$ cat src/rtl/fundrst_pkg.sv
// Package: shared state encoding and the microsecond-to-cycle conversion
// for the fundamental-reset power-up sequencer.
// Assumes: the clock frequency is given in Hz and does not exceed 2^32-1.
package fundrst_pkg;

    typedef enum logic [2:0] {
        SEQ_IDLE     = 3'd0,
        SEQ_PWR_WAIT = 3'd1,
        SEQ_CLK_WAIT = 3'd2,
        SEQ_HOLD     = 3'd3,
        SEQ_RUN      = 3'd4,
        SEQ_FAULT    = 3'd5
    } seq_state_e;

    // Converts a delay in microseconds to cycles, rounded up, never zero.
    function automatic int unsigned us_to_cycles(input int unsigned hz,
                                                 input int unsigned us);
        longint unsigned t;
        t = (longint'(hz) * longint'(us) + 64'd999_999) / 64'd1_000_000;
        if (t == 64'd0) t = 64'd1;
        return int'(t);
    endfunction

endpackage

$ cat src/rtl/seq_cnt.sv
// Module: seq_cnt - interval counter for the sequencer.
// Counts the cycles in which run is high and returns to zero in any cycle
// where run is low. expired is high in the LIMIT-th consecutive run cycle.
// Assumes: LIMIT >= 1, the synchronous reset is active low.
module seq_cnt #(
    parameter int unsigned LIMIT = 4
) (
    input  logic clk,
    input  logic rst_n,
    input  logic run,
    output logic expired
);
    localparam int unsigned W = $clog2(LIMIT + 1);
    localparam logic [W-1:0] LAST = W'(LIMIT - 1);

    logic [W-1:0] cnt;

    // Advance while running, otherwise hold at zero.
    always_ff @(posedge clk) begin
        if (!rst_n)       cnt <= '0;
        else if (!run)    cnt <= '0;
        else if (cnt != LAST) cnt <= cnt + 1'b1;
    end

    // Expiry flag, seen by the sequencer at the next edge.
    always_comb expired = run && (cnt == LAST);

    // the count never goes past its final value.
    p_cnt_bound_r4: assert property (@(posedge clk) disable iff (!rst_n)
        cnt <= LAST);

    // a cycle without run always leaves the counter at zero.
    p_cnt_clears_r6: assert property (@(posedge clk) disable iff (!rst_n)
        !run |=> (cnt == '0));

endmodule

$ cat src/rtl/seq_ctrl.sv
// Module: seq_ctrl - state machine of the power-up sequencer.
// Steps through idle, supply wait, clock wait, hold, released and fault.
// It drives the enables and the reset, and it tells the two counters
// when to run. The reset output is also gated by both status inputs, so
// a lost status pulls it low in the same cycle.
// Assumes: pwr_ok and clk_ok are synchronous to clk.
module seq_ctrl
    import fundrst_pkg::*;
(
    input  logic clk,
    input  logic rst_n,
    input  logic start_req,
    input  logic pwr_ok,
    input  logic clk_ok,
    input  logic hold_done,
    input  logic tmo_hit,
    output logic hold_run,
    output logic tmo_run,
    output logic pwr_en,
    output logic refclk_en,
    output logic perst_n,
    output logic done,
    output logic timeout
);
    seq_state_e state, state_nx;
    logic       both_ok;

    always_comb both_ok = pwr_ok && clk_ok;

    // Next-state decision.
    always_comb begin
        state_nx = state;
        unique case (state)
            SEQ_IDLE:     if (start_req) state_nx = SEQ_PWR_WAIT;
            SEQ_PWR_WAIT: begin
                if (pwr_ok)       state_nx = SEQ_CLK_WAIT;
                else if (tmo_hit) state_nx = SEQ_FAULT;
            end
            SEQ_CLK_WAIT: begin
                if (!pwr_ok)      state_nx = SEQ_PWR_WAIT;
                else if (clk_ok)  state_nx = SEQ_HOLD;
                else if (tmo_hit) state_nx = SEQ_FAULT;
            end
            SEQ_HOLD: begin
                if (!both_ok)       state_nx = SEQ_PWR_WAIT;
                else if (hold_done) state_nx = SEQ_RUN;
            end
            SEQ_RUN:      if (!both_ok) state_nx = SEQ_PWR_WAIT;
            SEQ_FAULT:    state_nx = SEQ_FAULT;
            default:      state_nx = SEQ_IDLE;
        endcase
    end

    // State register with synchronous reset.
    always_ff @(posedge clk) begin
        if (!rst_n) state <= SEQ_IDLE;
        else        state <= state_nx;
    end

    // Counter run controls: each clears on the cycle its wait ends.
    always_comb begin
        hold_run = (state == SEQ_HOLD) && both_ok;
        tmo_run  = ((state == SEQ_PWR_WAIT) && !pwr_ok) ||
                   ((state == SEQ_CLK_WAIT) && pwr_ok && !clk_ok);
    end

    // Output decode from state, with reset gated by live status.
    always_comb begin
        pwr_en    = (state == SEQ_PWR_WAIT) || (state == SEQ_CLK_WAIT) ||
                    (state == SEQ_HOLD)     || (state == SEQ_RUN);
        refclk_en = (state == SEQ_CLK_WAIT) || (state == SEQ_HOLD) ||
                    (state == SEQ_RUN);
        perst_n   = (state == SEQ_RUN) && both_ok;
        done      = perst_n;
        timeout   = (state == SEQ_FAULT);
    end

    // the clock is never enabled without the supply.
    p_clk_needs_pwr_r2: assert property (@(posedge clk) disable iff (!rst_n)
        refclk_en |-> pwr_en);

    // the clock enable rises only after the supply was seen stable.
    p_clk_after_pwr_r3: assert property (@(posedge clk) disable iff (!rst_n)
        $rose(refclk_en) |-> $past(pwr_ok));

    // losing a status input in the released state restarts the supply wait.
    p_drop_restarts_r6: assert property (@(posedge clk) disable iff (!rst_n)
        (state == SEQ_RUN && !both_ok) |=> (state == SEQ_PWR_WAIT));

    // the fault state is sticky.
    p_fault_sticky_r7: assert property (@(posedge clk) disable iff (!rst_n)
        timeout |=> timeout);

    // in fault, the card stays in reset with both enables off.
    p_fault_quiet_r7: assert property (@(posedge clk) disable iff (!rst_n)
        timeout |-> (!perst_n && !pwr_en && !refclk_en));

endmodule

$ cat src/rtl/fundrst_powerup_seq.sv
// Module: fundrst_powerup_seq - top of the fundamental-reset power-up
// sequencer. Converts the delay parameters to cycles and joins the state
// machine to a hold counter and a status-timeout counter.
// The hold is max(supply delay, clock delay), counted from clock stable.
// Assumes: status inputs are synchronous to clk, reset is synchronous
// and active low.
module fundrst_powerup_seq #(
    parameter int unsigned CLK_HZ      = 100_000_000,
    parameter int unsigned PWR_HOLD_US = 100_000,
    parameter int unsigned CLK_HOLD_US = 100,
    parameter int unsigned STAT_TMO_US = 50_000
) (
    input  logic clk,
    input  logic rst_n,
    input  logic start_req,
    input  logic pwr_good_i,
    input  logic refclk_ok_i,
    output logic pwr_en_o,
    output logic refclk_en_o,
    output logic perst_n_o,
    output logic done_o,
    output logic timeout_o
);
    import fundrst_pkg::*;

    localparam int unsigned PWR_CYC  = us_to_cycles(CLK_HZ, PWR_HOLD_US);
    localparam int unsigned CLK_CYC  = us_to_cycles(CLK_HZ, CLK_HOLD_US);
    localparam int unsigned HOLD_CYC = (PWR_CYC > CLK_CYC) ? PWR_CYC : CLK_CYC;
    localparam int unsigned TMO_CYC  = us_to_cycles(CLK_HZ, STAT_TMO_US);

    logic hold_run, hold_done;
    logic tmo_run, tmo_hit;

    seq_ctrl u_ctrl (
        .clk       (clk),
        .rst_n     (rst_n),
        .start_req (start_req),
        .pwr_ok    (pwr_good_i),
        .clk_ok    (refclk_ok_i),
        .hold_done (hold_done),
        .tmo_hit   (tmo_hit),
        .hold_run  (hold_run),
        .tmo_run   (tmo_run),
        .pwr_en    (pwr_en_o),
        .refclk_en (refclk_en_o),
        .perst_n   (perst_n_o),
        .done      (done_o),
        .timeout   (timeout_o)
    );

    seq_cnt #(.LIMIT(HOLD_CYC)) u_hold_cnt (
        .clk     (clk),
        .rst_n   (rst_n),
        .run     (hold_run),
        .expired (hold_done)
    );

    seq_cnt #(.LIMIT(TMO_CYC)) u_tmo_cnt (
        .clk     (clk),
        .rst_n   (rst_n),
        .run     (tmo_run),
        .expired (tmo_hit)
    );

    // the first cycle out of reset shows a quiet slot.
    p_reset_quiet_r1: assert property (@(posedge clk) disable iff (!rst_n)
        $rose(rst_n) |-> (!perst_n_o && !pwr_en_o && !refclk_en_o && !timeout_o));

    // release follows only a completed hold count.
    p_release_after_hold_r4: assert property (@(posedge clk) disable iff (!rst_n)
        $rose(perst_n_o) |-> $past(hold_done));

    // a timeout is raised only at the end of a status wait.
    p_timeout_from_wait_r8: assert property (@(posedge clk) disable iff (!rst_n)
        $rose(timeout_o) |-> $past(tmo_hit));

endmodule

$ cat config.mk
export PLATFORM = sky130hd
export DESIGN_NAME = fundrst_powerup_seq
export DESIGN_NICKNAME = d
export VERILOG_FILES = /design/src/rtl/fundrst_pkg.sv /design/src/rtl/seq_cnt.sv /design/src/rtl/seq_ctrl.sv /design/src/rtl/fundrst_powerup_seq.sv
export SDC_FILE = /design/constraint.sdc
export NUM_CORES = 1
export LEC_CHECK = 0
export BUFFER_PORTS_ARGS = -buffer_cell sky130_fd_sc_hd__buf_2
export CAP_MARGIN = 10
export CORE_MARGIN = 1
export CORE_UTILIZATION = 40
export CTS_CLUSTER_SIZE = 40
export DETAILED_ROUTE_END_ITERATION = 7
export PLACE_DENSITY_LB_ADDON = 0.1
export SYNTH_ARGS = -nofsm -noshare
export SYNTH_HDL_FRONTEND = slang
export SYNTH_HIERARCHICAL = 1
export SYNTH_SLANG_ARGS = --single-unit
$ cat constraint.sdc
create_clock -name clk -period 1.9 [get_ports clk]
set_input_delay 0 -clock clk [delete_from_list [all_inputs] [get_ports clk]]
set_output_delay 0 -clock clk [all_outputs]
set_load 0.02 [all_outputs]
Word level (Yosys, flattened, before mapping)
Cells that the tools add are included.
{"block": "classes", "n_addsub": 2, "eq_ne": 12, "muxes": 9, "n_reduce_logical": 20}
{"operator": "$add 24x1->24 const B", "n": 1}
{"operator": "$eq 24x24->1 const B", "n": 1}
{"operator": "$mux 3", "n": 8}
{"operator": "$ne 24x24->1 const B", "n": 1}
{"operator": "$add 23x1->23 const B", "n": 1}
{"operator": "$eq 23x23->1 const B", "n": 1}
{"operator": "$ne 23x23->1 const B", "n": 1}
{"operator": "$pmux 3 s6", "n": 1}
{"operator": "$logic_and 1x1->1", "n": 8}
{"operator": "$eq 3x2->1 const B", "n": 2}
{"operator": "$eq 3x3->1 const B", "n": 2}
{"operator": "$logic_or 1x1->1", "n": 6}
{"operator": "$ne 2x2->1 const B", "n": 2}
{"operator": "$reduce_and 2->1", "n": 2}
{"operator": "$eq 3x1->1 const B", "n": 1}
{"operator": "$logic_not 3->1", "n": 1}
{"operator": "$ne 3x3->1 const B", "n": 1}
{"operator": "$reduce_and 3->1", "n": 1}
{"operator": "$logic_not 1->1", "n": 2}
{"block": "totals", "register_bits": 50, "inputBits": 5, "out_inout_bits": 5, "word_cells": 46}

Logic depth before layout (Yosys ltp)
Gate-level depths: netlist of the first run.
{"block": "logic_depth", "word_depth": 9, "mapped_depth": 10, "mapped_depth_nobuf": 9}

Cells and area by module
The synthesis of the first run kept the hierarchy.
{"mod": "seq_cnt at u_hold_cnt", "n_inst": 1, "cells_per_inst": 152, "area_per_inst_um2": 1251.2, "seq_area_each_um2": 480.5}
{"mod": "seq_cnt at u_tmo_cnt", "n_inst": 1, "cells_per_inst": 130, "area_per_inst_um2": 1118.6, "seq_area_each_um2": 460.4}
{"mod": "seq_ctrl", "n_inst": 1, "cells_per_inst": 43, "area_per_inst_um2": 335.3, "seq_area_each_um2": 60.1}

Worst setup path before layout of the first run
OpenSTA, ideal clock, no wires.
{"block": "synth_timing", "path_type": "register to register", "startpoint": "register u_hold_cnt.cnt[0]", "endpoint": "register u_ctrl.state[2]", "setup_time_ns": 0.096, "arrival_ns": 1.976, "required_time_ns": 1.804, "setup_slack_ns": -0.171, "path_stages_with_launch": 8, "n_path_buf": 1, "period_less_slack_ns": 2.071, "path_cell_list": "dfxtp_1 -> ha_1 -> nand2_1 -> nor4_1 -> clkbuf_1 -> and3_1 -> nor2b_4 -> o41ai_2"}
{"block": "synth_between", "elab_chain_cells": 4}
{"element": "from (decl)", "line": "seq_cnt.sv:16", "source": "logic [W-1:0] cnt;"}
{"element": "from (signal assigned)", "line": "seq_cnt.sv:22", "source": "else if (cnt != LAST) cnt <= cnt + 1'b1;"}
{"element": "$eq 24x24->1", "line": "seq_cnt.sv:26", "source": "always_comb expired = run && (cnt == LAST);"}
{"element": "$logic_and 1x1->1", "line": "seq_cnt.sv:26"}
{"element": "net hold_done", "line": "fundrst_powerup_seq.sv:31", "source": "logic hold_run, hold_done;"}
{"element": "$ne 3x3->1 (no source line)"}
{"element": "$reduce_and 3->1 (no source line)"}
{"element": "to (signal assigned)", "line": "seq_ctrl.sv:57", "source": "else state <= state_nx;"}
{"element": "to (decl)", "line": "seq_ctrl.sv:25", "source": "seq_state_e state, state_nx;"}
The timed path passes the listed nets, and every way through them passes these cells.
A chain may end at the register's enable or synchronous reset.

Worst setup path after layout of the first run
{"block": "layout_timing", "startpoint": "register u_tmo_cnt.cnt[1]", "endpoint": "register u_ctrl.state[2]"}
{"block": "layout_between", "elab_chain_cells": 6, "elab_cells_between_ends": 7, "cone_classes": "eq/ne: 1; mux: 5; reduce/logical: 1"}
{"element": "from (decl)", "line": "seq_cnt.sv:16"}
{"element": "from (signal assigned)", "line": "seq_cnt.sv:22"}
{"element": "$eq 23x23->1 (*)", "line": "seq_cnt.sv:26"}
{"element": "$logic_and 1x1->1 (*)", "line": "seq_cnt.sv:26"}
{"element": "net tmo_hit", "line": "fundrst_powerup_seq.sv:32", "source": "logic tmo_run, tmo_hit;"}
{"element": "$mux 3 (*)"}
{"element": "$mux 3 (2 in series)"}
{"element": "$pmux 3 s6 (*)"}
Mark *: on every way through the listed nets, which the timed path passes. The rest lies on a longest branch.

==> results of run 1 <==
worst register-to-register path: stages, from the launching register on:
cell and delay, ns:
dfxtp_4 0.38, ha_4 0.13, nand4_1 0.12, or2_4 0.31
nor2_4 0.11, and2_4 0.17, nand2b_4 0.06, o21ai_2 0.10
a31oi_1 0.10, o41ai_2 0.34
path summary, 6_finish.rpt:
check	from	end	slack (ns)	depth (start not counted)
setup / recovery	u_tmo_cnt/cnt[1]$_SDFFE_PN0P_	u_ctrl/state[2]$_SDFFE_PN0P_	-0.009	9
hold / removal	pwr_good_i	u_ctrl/state[0]$_SDFFE_PN0P_	0.10	3
setup reg to reg	u_tmo_cnt/cnt[1]$_SDFFE_PN0P_	u_ctrl/state[2]$_SDFFE_PN0P_	-0.009	9
hold reg to reg	u_hold_cnt/cnt[23]$_SDFFE_PN0P_	u_hold_cnt/cnt[23]$_SDFFE_PN0P_	0.50	2
per-layer routing:
metal	vias up	wire (µm)	track usage, %
met4	0	99	7.05
met2	20	3270	34.4
met5	-	0	0
met1	1198	3150	23.6
li1	1351	-	-
met3	9	91	3.05
power by group through the flow:
stage                     registers [mW]  clock network, mW  logic [mW]
after floorplan                     1.08                  0      0.0564
after global placement              1.08                  0      0.0810
after detailed placement            1.08                  0      0.0816
after CTS                           1.06              0.784      0.0871
after global routing                1.06              0.813       0.100
final                               1.05              0.759      0.0908
sequential cells by signal (all words and copies together), names as in the netlist:
signal,cells
u_tmo_cnt/cnt,23
u_ctrl/state,3
u_hold_cnt/cnt,24
cells by family (layout without fill, tap and decap cells):
| group | count (synthesis) | in the layout | synth area share, % |
|---|---|---|---|
| AOI/OAI and AO/OA | 78 | 78 | 18.8 |
| xor gates and xnor gates | 14 | 14 | 4.53 |
| DFF | 50 | 50 | 37.0 |
| and+or+nand+nor | 160 | 161 | 34.6 |
| buffers and inverters | 21 | 81 | 4.12 |
| adders and majority gates | 2 | 2 | 0.925 |
cells in the mapped netlist (6+ instances only):
library cell,n,area [µm²]
dfxtp_1,50,1000
nand2_1,31,116
a21oi_1,28,140
nor2_1,22,82.6
o21ai_0,16,80.1
nand3_1,14,70.1
nor3_1,12,60.1
or4_1,12,90.1
nand4_1,11,68.8
o31ai_1,10,75.1
xnor2_1,10,87.6
nor4_1,7,43.8
a31oi_1,6,37.5
and3_1,6,37.5
clkbuf_1,6,22.5
inv_1,6,22.5
timing repair:
item                                   4_1_cts  5_1_grt
cloned                                       0        1
setup endpoints to repair                    1       17
resized for setup                            4       29
hold buffers                                 1        0
pin swaps                                    2       10
buffers inserted                             3        2
endpoints found under the hold margin        2        0
final cells by class:
class / instances / area (µm²)
clock inverters: 2 / 17.5
clock buffers: 6 / 93.8
multi-input cells: 255 / 1720
repair buffers: 66 / 479
fillers: 611 / 2960
well taps: 77 / 96.3
inverters: 7 / 26.3
flip-flops and latches: 50 / 1030
metrics by stage:
stage          worst slack [ns]  util [%]  instances  setup TNS, ns  area [µm²]
5_1_grt                  -0.100      53.9        463         -0.161        3460
3_3_place_gp            -0.0746      49.5        448        -0.0746        3180
4_1_cts                0.000444      52.0        460              0        3340
6_report               -0.00885      53.9        463       -0.00885        3460
2_1_floorplan           0.00842         -        325              0        2740
3_5_place_dp            -0.0692      49.5        448        -0.0692        3180
==> out/qor.txt, run 1 <==
Initial antenna violation count -> 0
Status -> finished, violations left
PnR worst setup slack -> -0.00885 ns
Die height -> 84.2 µm
Die Footprint -> 0.00710 mm²
Tcrit/Tclk final -> 100%
CP Max Fanout -> 5
Drc violations -> 0
Required time of the critical path -> 2.12 ns
Seq cells post-synth -> 50
Crit path max-delay cell type -> dfxtp_4
Mapped cell area -> 0.00271 mm²
Critical path launch point type -> flop
Post-route ant nets -> 0
Largest net degree at the start of global routing -> 18
Net Count, Synth -> 332
Total clock sinks -> 50
Drt pass-1 iters -> 4
Initial DRC Count -> 48
Seq/Total Area, Yosys -> 37.0%
Mapped Cells -> 325
Final wirelength -> 6.62 mm
Post-synth ARST share -> 0%
Die width -> 84.2 µm
Fin nets -> 392
Global-route wire length before repair -> 11.1 mm
Switch share -> 24.5%
Logic pwr share -> 4.8%
Crit-path cells -> ha_4, nand4_1, or2_4, nor2_4, and2_4, nand2b_4, o21ai_2, a31oi_1, o41ai_2
Vias in the first global route -> 2409
Leading cell type in the layout, fill and taps excluded -> buf_4
Worst setup path class -> flop to flop
Post-DR vias/cell -> 5.57
Row count -> 29
Clock Skew -> 0.0106 ns
Antenna Cells -> 0
CTS tree -> yes
EDFF count, synth -> 0
DP HPWL -> 4.70 mm
Commonest cells after routing, fill and taps aside -> buf_4, dfxtp_1, nand2_1, a21oi_1, nor2_1
Most used flip-flop cell after synthesis -> dfxtp_1
Hold Path Class -> primary input to flop
Part of the power in registers -> 55.4%
Total grt overflow -> 0
Final max-slew violation count -> 0
Tot GR Track Use -> 19.3%
Clk_lat worst skew -> 0.32 ns
Internal cell power -> 1.44 mW
Sw power -> 0.466 mW
Crit-path max cell delay -> 0.38 ns
# IOs -> 10
WP buf/inv -> 0
Distinct cell type count after synthesis -> 58
Min cycle time layout -> 1.91 ns
Critical Path Sink Type -> flop
Pwr Density -> 550 mW/mm²
Root Buffer -> clkbuf_8
Placer Congestion -> 0.829
Max VDD drop -> 0.000436 V
CTS Buf Count -> 5
Max transition margin -> 64.6%
Clock share of power -> 39.9%
WP data arrival -> 2.13 ns
Wirelength per Cell -> 14.3 µm
RSZ-0062 raised after global routing -> yes
Area Overhead vs Synth -> 28.0%
Max Cap Viol -> 0
Clock buffer depth -> 2
Delay-heaviest family, CP -> simple AND/OR/NAND/NOR gates
Clock transition at path regs -> 0.10 ns
Total power -> 1.90 mW
Leakage -> 1.18 nW
Avg Inst Size Synth -> 8.32 µm²
Slew @ Worst Pin -> 0.526 ns
Hold slack -> 0.104 ns
I/O Buffers -> 9
Synth Warn # -> 6
Failing checks -> setup timing
Hold Vio Cnt, Final -> 0
Area of the core -> 0.00642 mm²
Setup-failing EPs final -> 1
Max Freq -> 0.524 GHz
H-Tree Depth -> 2
Routed vias -> 2578
Initial Util -> 42.1%
Layout cells sized above 1 -> 33.4%
Note: power is estimated with default switching activity, not from simulation.
==> inputs of run 2 (changes only) <==
Settings changed: BUFFER_PORTS_ARGS -buffer_cell sky130_fd_sc_hd__buf_2 to not set, DONT_BUFFER_PORTS set to 1, SLEW_MARGIN set to 25.
==> run 2 against run 1 <==
Compared with the run above:
- the run now ends clean
- sequential cell count is the same
- largest power group unchanged
- wire length increased by 0.83%
- first-iteration DRC count is 40% higher
- power shrank 3.2%
- sequential power is essentially flat
- die area stayed put
==> out/qor.txt, run 2 (synthesis results as in run 1) <==
Clock Skew -> 0.0146 ns
Layout cells sized above 1 -> 30.2%
Max Cap Viol -> 0
Area of the multi-input gates -> 0.00168 mm²
Post-route setup TNS -> 0 ns
Clock transition at path regs -> 0.10 ns
WP buf/inv -> 0
Area Overhead vs Synth -> 25.2%
# IOs -> 10
Min cycle time layout -> 1.85 ns
CTS Buf Count -> 5
RSZ-0062 raised after global routing -> yes
Max VDD drop -> 0.000341 V
Critical Path Sink Type -> flop
Biggest register -> u_hold_cnt/cnt
Final max-slew violation count -> 0
Root Buffer -> clkbuf_8
Hold slack -> 0.0365 ns
Commonest cells after routing, fill and taps aside -> buf_4, dfxtp_1, nand2_1, a21oi_1, nor2_1
Clk_lat worst skew -> 0.32 ns
Die width -> 84.2 µm
Post-route ant nets -> 0
Delay-heaviest family, CP -> simple AND/OR/NAND/NOR gates
Slew @ Worst Pin -> 0.661 ns
Total clock sinks -> 50
Crit path max-delay cell type -> dfxtp_1
Core Util, Final -> 52.7%
Leading cell type in the layout, fill and taps excluded -> buf_4
WP data arrival -> 2.08 ns
Drt pass-1 iters -> 4
Tot GR Track Use -> 19.8%
Hold Path Class -> primary input to flop
Initial DRC Count -> 67
Vias in the first global route -> 2500
Fin cells -> 455
Fill count -> 614
CTS tree -> yes
Leakage -> 1.13 nW
Crit-path max cell delay -> 0.36 ns
Total grt overflow -> 0
Register Area -> 0.00103 mm²
Wirelength per Cell -> 14.7 µm
Die Footprint -> 0.00710 mm²
Largest net degree at the start of global routing -> 16
Worst setup path class -> flop to flop
Placer Congestion -> 0.788
Drc violations -> 0
Die height -> 84.2 µm
Antenna Cells -> 0
Hold Vio Cnt, Final -> 0
Row count -> 29
Max Freq -> 0.541 GHz
Clock buffer depth -> 2
Max reg flops -> 24
Pwr Density -> 544 mW/mm²
Global-route wire length before repair -> 11.3 mm
Crit-path cells -> nor4_1, nand4_1, nor2_4, and2_4, nand2b_1, o21ai_1, a31oi_1, o41ai_2
Post-DR vias/cell -> 5.78
H-Tree Depth -> 2
Tcrit/Tclk final -> 97.2%
Placed inst area -> 0.00310 mm²
Max transition margin -> 55.8%
I/O Buffers -> 0
Initial antenna violation count -> 0
DP HPWL -> 4.74 mm
Dpl cells -> 435
Critical path launch point type -> flop
Total power -> 1.84 mW
PnR worst setup slack -> 0.0528 ns
Setup-failing EPs final -> 0
Fin nets -> 384
CP Max Fanout -> 5
Fin area -> 0.00339 mm²
Required time of the critical path -> 2.13 ns
Initial Util -> 42.1%
Routed vias -> 2628
Largest regs -> u_hold_cnt/cnt (24), u_tmo_cnt/cnt (23), u_ctrl/state (3)
Status -> finished, final reports clean
Worst slack, placed -> -0.00486 ns
Final wirelength -> 6.67 mm
Area of the core -> 0.00642 mm²
[run 2: changes by cell type in the layout (fill, tap and decap cells not counted), sizes merged]
cell         delta
buf             -9
clkbuf          +1
clkinv          +1
dlygate4sd3     +2
inv             -2
or4             -1
[run 2: cell type report]
class,instances,area share [%]
Sequential cell,50,30.5
Multi-Input combinational cell,254,49.6
Clock buffer,7,2.85
Tap cell,77,2.85
Timing Repair Buffer,59,13.2
Clock inverter,1,0.259
Inverter,7,0.776
[run 2: worst reg2reg max path, cell delays in order (launching register included)]
cell,delay [ns]
dfxtp_1,0.36
nor4_1,0.28
nand4_1,0.23
nor2_4,0.17
and2_4,0.16
nand2b_1,0.07
o21ai_1,0.14
a31oi_1,0.10
o41ai_2,0.26
[run 2: power breakdown]
group          internal [mW]  switching, mW
logic                 0.0361         0.0423
clock network          0.335          0.378
registers               1.05        0.00700
total                   1.42          0.427
[run 2: metal layers]
| metal | global-route usage, % | part of all wire, % | vias up |
|---|---|---|---|
| met4 | 8.78 | 2.1 | 0 |
| met2 | 34.9 | 49 | 31 |
| met3 | 3.05 | 2.0 | 10 |
| met1 | 23.8 | 46 | 1255 |
| li1 | - | - | 1332 |
| met5 | 0 | 0 | - |
[run 2: path summary, 6_finish.rpt]
check                           depth (start not counted)                               to  slack (ns)                       startpoint
worst max register to register                          8     u_ctrl/state[2]$_SDFFE_PN0P_        0.05   u_tmo_cnt/cnt[13]$_SDFFE_PN0P_
worst min-delay path                                    3   u_hold_cnt/cnt[4]$_SDFFE_PN0P_        0.04                            rst_n
worst max-delay path                                    8     u_ctrl/state[2]$_SDFFE_PN0P_        0.05   u_tmo_cnt/cnt[13]$_SDFFE_PN0P_
worst min register to register                          2  u_hold_cnt/cnt[23]$_SDFFE_PN0P_        0.49  u_hold_cnt/cnt[23]$_SDFFE_PN0P_
[run 2: what timing repair did]
item / CTS / global route
endpoints found under the hold margin: 5 / 0
setup buffers: 0 / 9
endpoints found under the setup margin: 6 / 18
pin swaps: 0 / 9
hold buffers: 3 / 0
gates resized for setup: 5 / 21
==> inputs of run 3 (changes only) <==
Settings changed: HOLD_SLACK_MARGIN set to 0.05, SETUP_SLACK_MARGIN set to 0.1.
==> run 3 against run 2 <==
Compared with the run above:
- the run now ends with hold timing left
- combinational power decreased by 4.7%
- power decreased by 1.8%
- first-iteration DRC count increased by 28%
- maximum frequency decreased by 1.0%
- sequential cell count unchanged
- wire length decreased by 2.5%
- worst setup slack got worse by 0.019 ns
- via count decreased by 3.4%
- global-route usage decreased by 0.68 points
- core utilization decreased by 0.18 points
- clock-buffer cell count decreased by 2
- critical path type unchanged
- critical endpoint unchanged
==> out/qor.txt, run 3 (synthesis results as in run 1) <==
Status -> finished, violations left
Failing checks -> hold timing
Setup-failing EPs final -> 0
Drc violations -> 0
Leakage -> 1.13 nW
Clk_lat worst skew -> 0.32 ns
Max Cap Viol -> 0
RSZ-0062 raised after global routing -> yes
Total clock sinks -> 50
Clock buffer depth -> 2
Tcrit/Tclk final -> 98.2%
WP data arrival -> 2.09 ns
Row count -> 29
Global-route wire length before repair -> 11.0 mm
Fill count -> 611
Final max-slew violation count -> 0
Routed vias -> 2538
Leading cell type in the layout, fill and taps excluded -> buf_4
Hold slack -> -0.201 ns
Crit-path max cell delay -> 0.36 ns
Die Footprint -> 0.00710 mm²
Area Overhead vs Synth -> 24.7%
Final wirelength -> 6.51 mm
Initial antenna violation count -> 0
Pwr Density -> 536 mW/mm²
Area of the core -> 0.00642 mm²
Crit-path cells -> nor4b_4, nand4_1, nor2_4, and2_4, nand2b_4, o21ai_2, a31oi_1, o41ai_2
Wirelength per Cell -> 14.6 µm
Min cycle time layout -> 1.87 ns
Root Buffer -> clkbuf_8
Core Util, Final -> 52.5%
Max transition margin -> 52.7%
Drt pass-1 iters -> 4
Max reg flops -> 24
Largest regs -> u_hold_cnt/cnt (24), u_tmo_cnt/cnt (23), u_ctrl/state (3)
H-Tree Depth -> 2
Initial Util -> 42.1%
Delay-heaviest family, CP -> simple AND/OR/NAND/NOR gates
Initial DRC Count -> 86
Required time of the critical path -> 2.12 ns
Placer Congestion -> 0.799
Crit path max-delay cell type -> dfxtp_2
Vias in the first global route -> 2349
I/O Buffers -> 0
Worst setup path class -> flop to flop
CTS Buf Count -> 5
Largest net degree at the start of global routing -> 19
Hold Path Class -> primary input to flop
Die height -> 84.2 µm
# IOs -> 10
Antenna Cells -> 0
Total grt overflow -> 0
Critical path launch point type -> flop
Biggest register -> u_hold_cnt/cnt
Commonest cells after routing, fill and taps aside -> buf_4, nand2_1, dfxtp_1, a21oi_1, nor2_1
DP HPWL -> 4.53 mm
Post-DR vias/cell -> 5.70
WP buf/inv -> 0
CP Max Fanout -> 4
Max Freq -> 0.536 GHz
Slew @ Worst Pin -> 0.708 ns
Post-route ant nets -> 0
Critical Path Sink Type -> flop
Tot GR Track Use -> 19.1%
Clock transition at path regs -> 0.10 ns
Total power -> 1.81 mW
CTS tree -> yes
Layout cells sized above 1 -> 33.7%
Max VDD drop -> 0.000419 V
Fin nets -> 374
Hold Vio Cnt, Final -> 3
Die width -> 84.2 µm
Clock Skew -> 0.0142 ns
[run 3: what timing repair did]
item,4_1_cts,5_1_grt
buffers inserted,7,4
hold endpoints to repair,5,5
setup endpoints to repair,10,28
pin swaps,6,16
gates resized for setup,7,32
[run 3: area by class of cell]
cell class,count,area (µm²),area share (%)
clock inverter,3,28.8,0.853
inverter,7,26.3,0.779
sequential,50,1040,30.7
multi-input combinational,254,1750,51.7
timing repair buffer,49,372,11.0
clock buffer,5,68.8,2.04
tap,77,96.3,2.86
[run 3: worst register-to-register path: stages, from the launching register on]
cell,delay (ns)
dfxtp_2,0.36
nor4b_4,0.29
nand4_1,0.24
nor2_4,0.17
and2_4,0.17
nand2b_4,0.06
o21ai_2,0.13
a31oi_1,0.10
o41ai_2,0.27
[run 3: report_power, final]
group	total (mW)	internal (mW)	switching [mW]
clock network	0.683	0.276	0.406
logic	0.0747	0.0335	0.0413
registers	1.05	1.05	0.00638
total	1.81	1.36	0.454
[run 3: path summary, 6_finish.rpt]
check / end / from / slack [ns] / depth (start not counted)
worst max-delay path: u_ctrl/state[2]$_SDFFE_PN0P_ / u_tmo_cnt/cnt[21]$_SDFFE_PN0P_ / 0.03 / 8
worst min-delay path: u_ctrl/state[2]$_SDFFE_PN0P_ / rst_n / -0.20 / 2
worst max register to register: u_ctrl/state[2]$_SDFFE_PN0P_ / u_tmo_cnt/cnt[21]$_SDFFE_PN0P_ / 0.03 / 8
worst min register to register: u_hold_cnt/cnt[2]$_SDFFE_PN0P_ / u_hold_cnt/cnt[2]$_SDFFE_PN0P_ / 0.49 / 1
[run 3: per-stage QoR]
stage	hold WS (ns)	worst slack, ns	setup TNS, ns	instances	area, µm²
finish	-0.201	0.0340	0	445	3370
global route	-0.210	-0.0345	-0.0345	445	3370
CTS	-0.222	0.0489	0	442	3240
detailed placement	0.118	-0.0157	-0.0157	427	3070
global placement	0.119	0.0274	0	427	3070
floorplan	0.109	0.0939	0	325	2780
[run 3: per-layer routing]
layer	up-vias	routed length, µm	global-route usage (%)
met1	1179	3000	24.7
met3	7	171	2.75
met4	0	81	6.74
li1	1313	-	-
met2	39	3260	32.5
met5	-	0	0
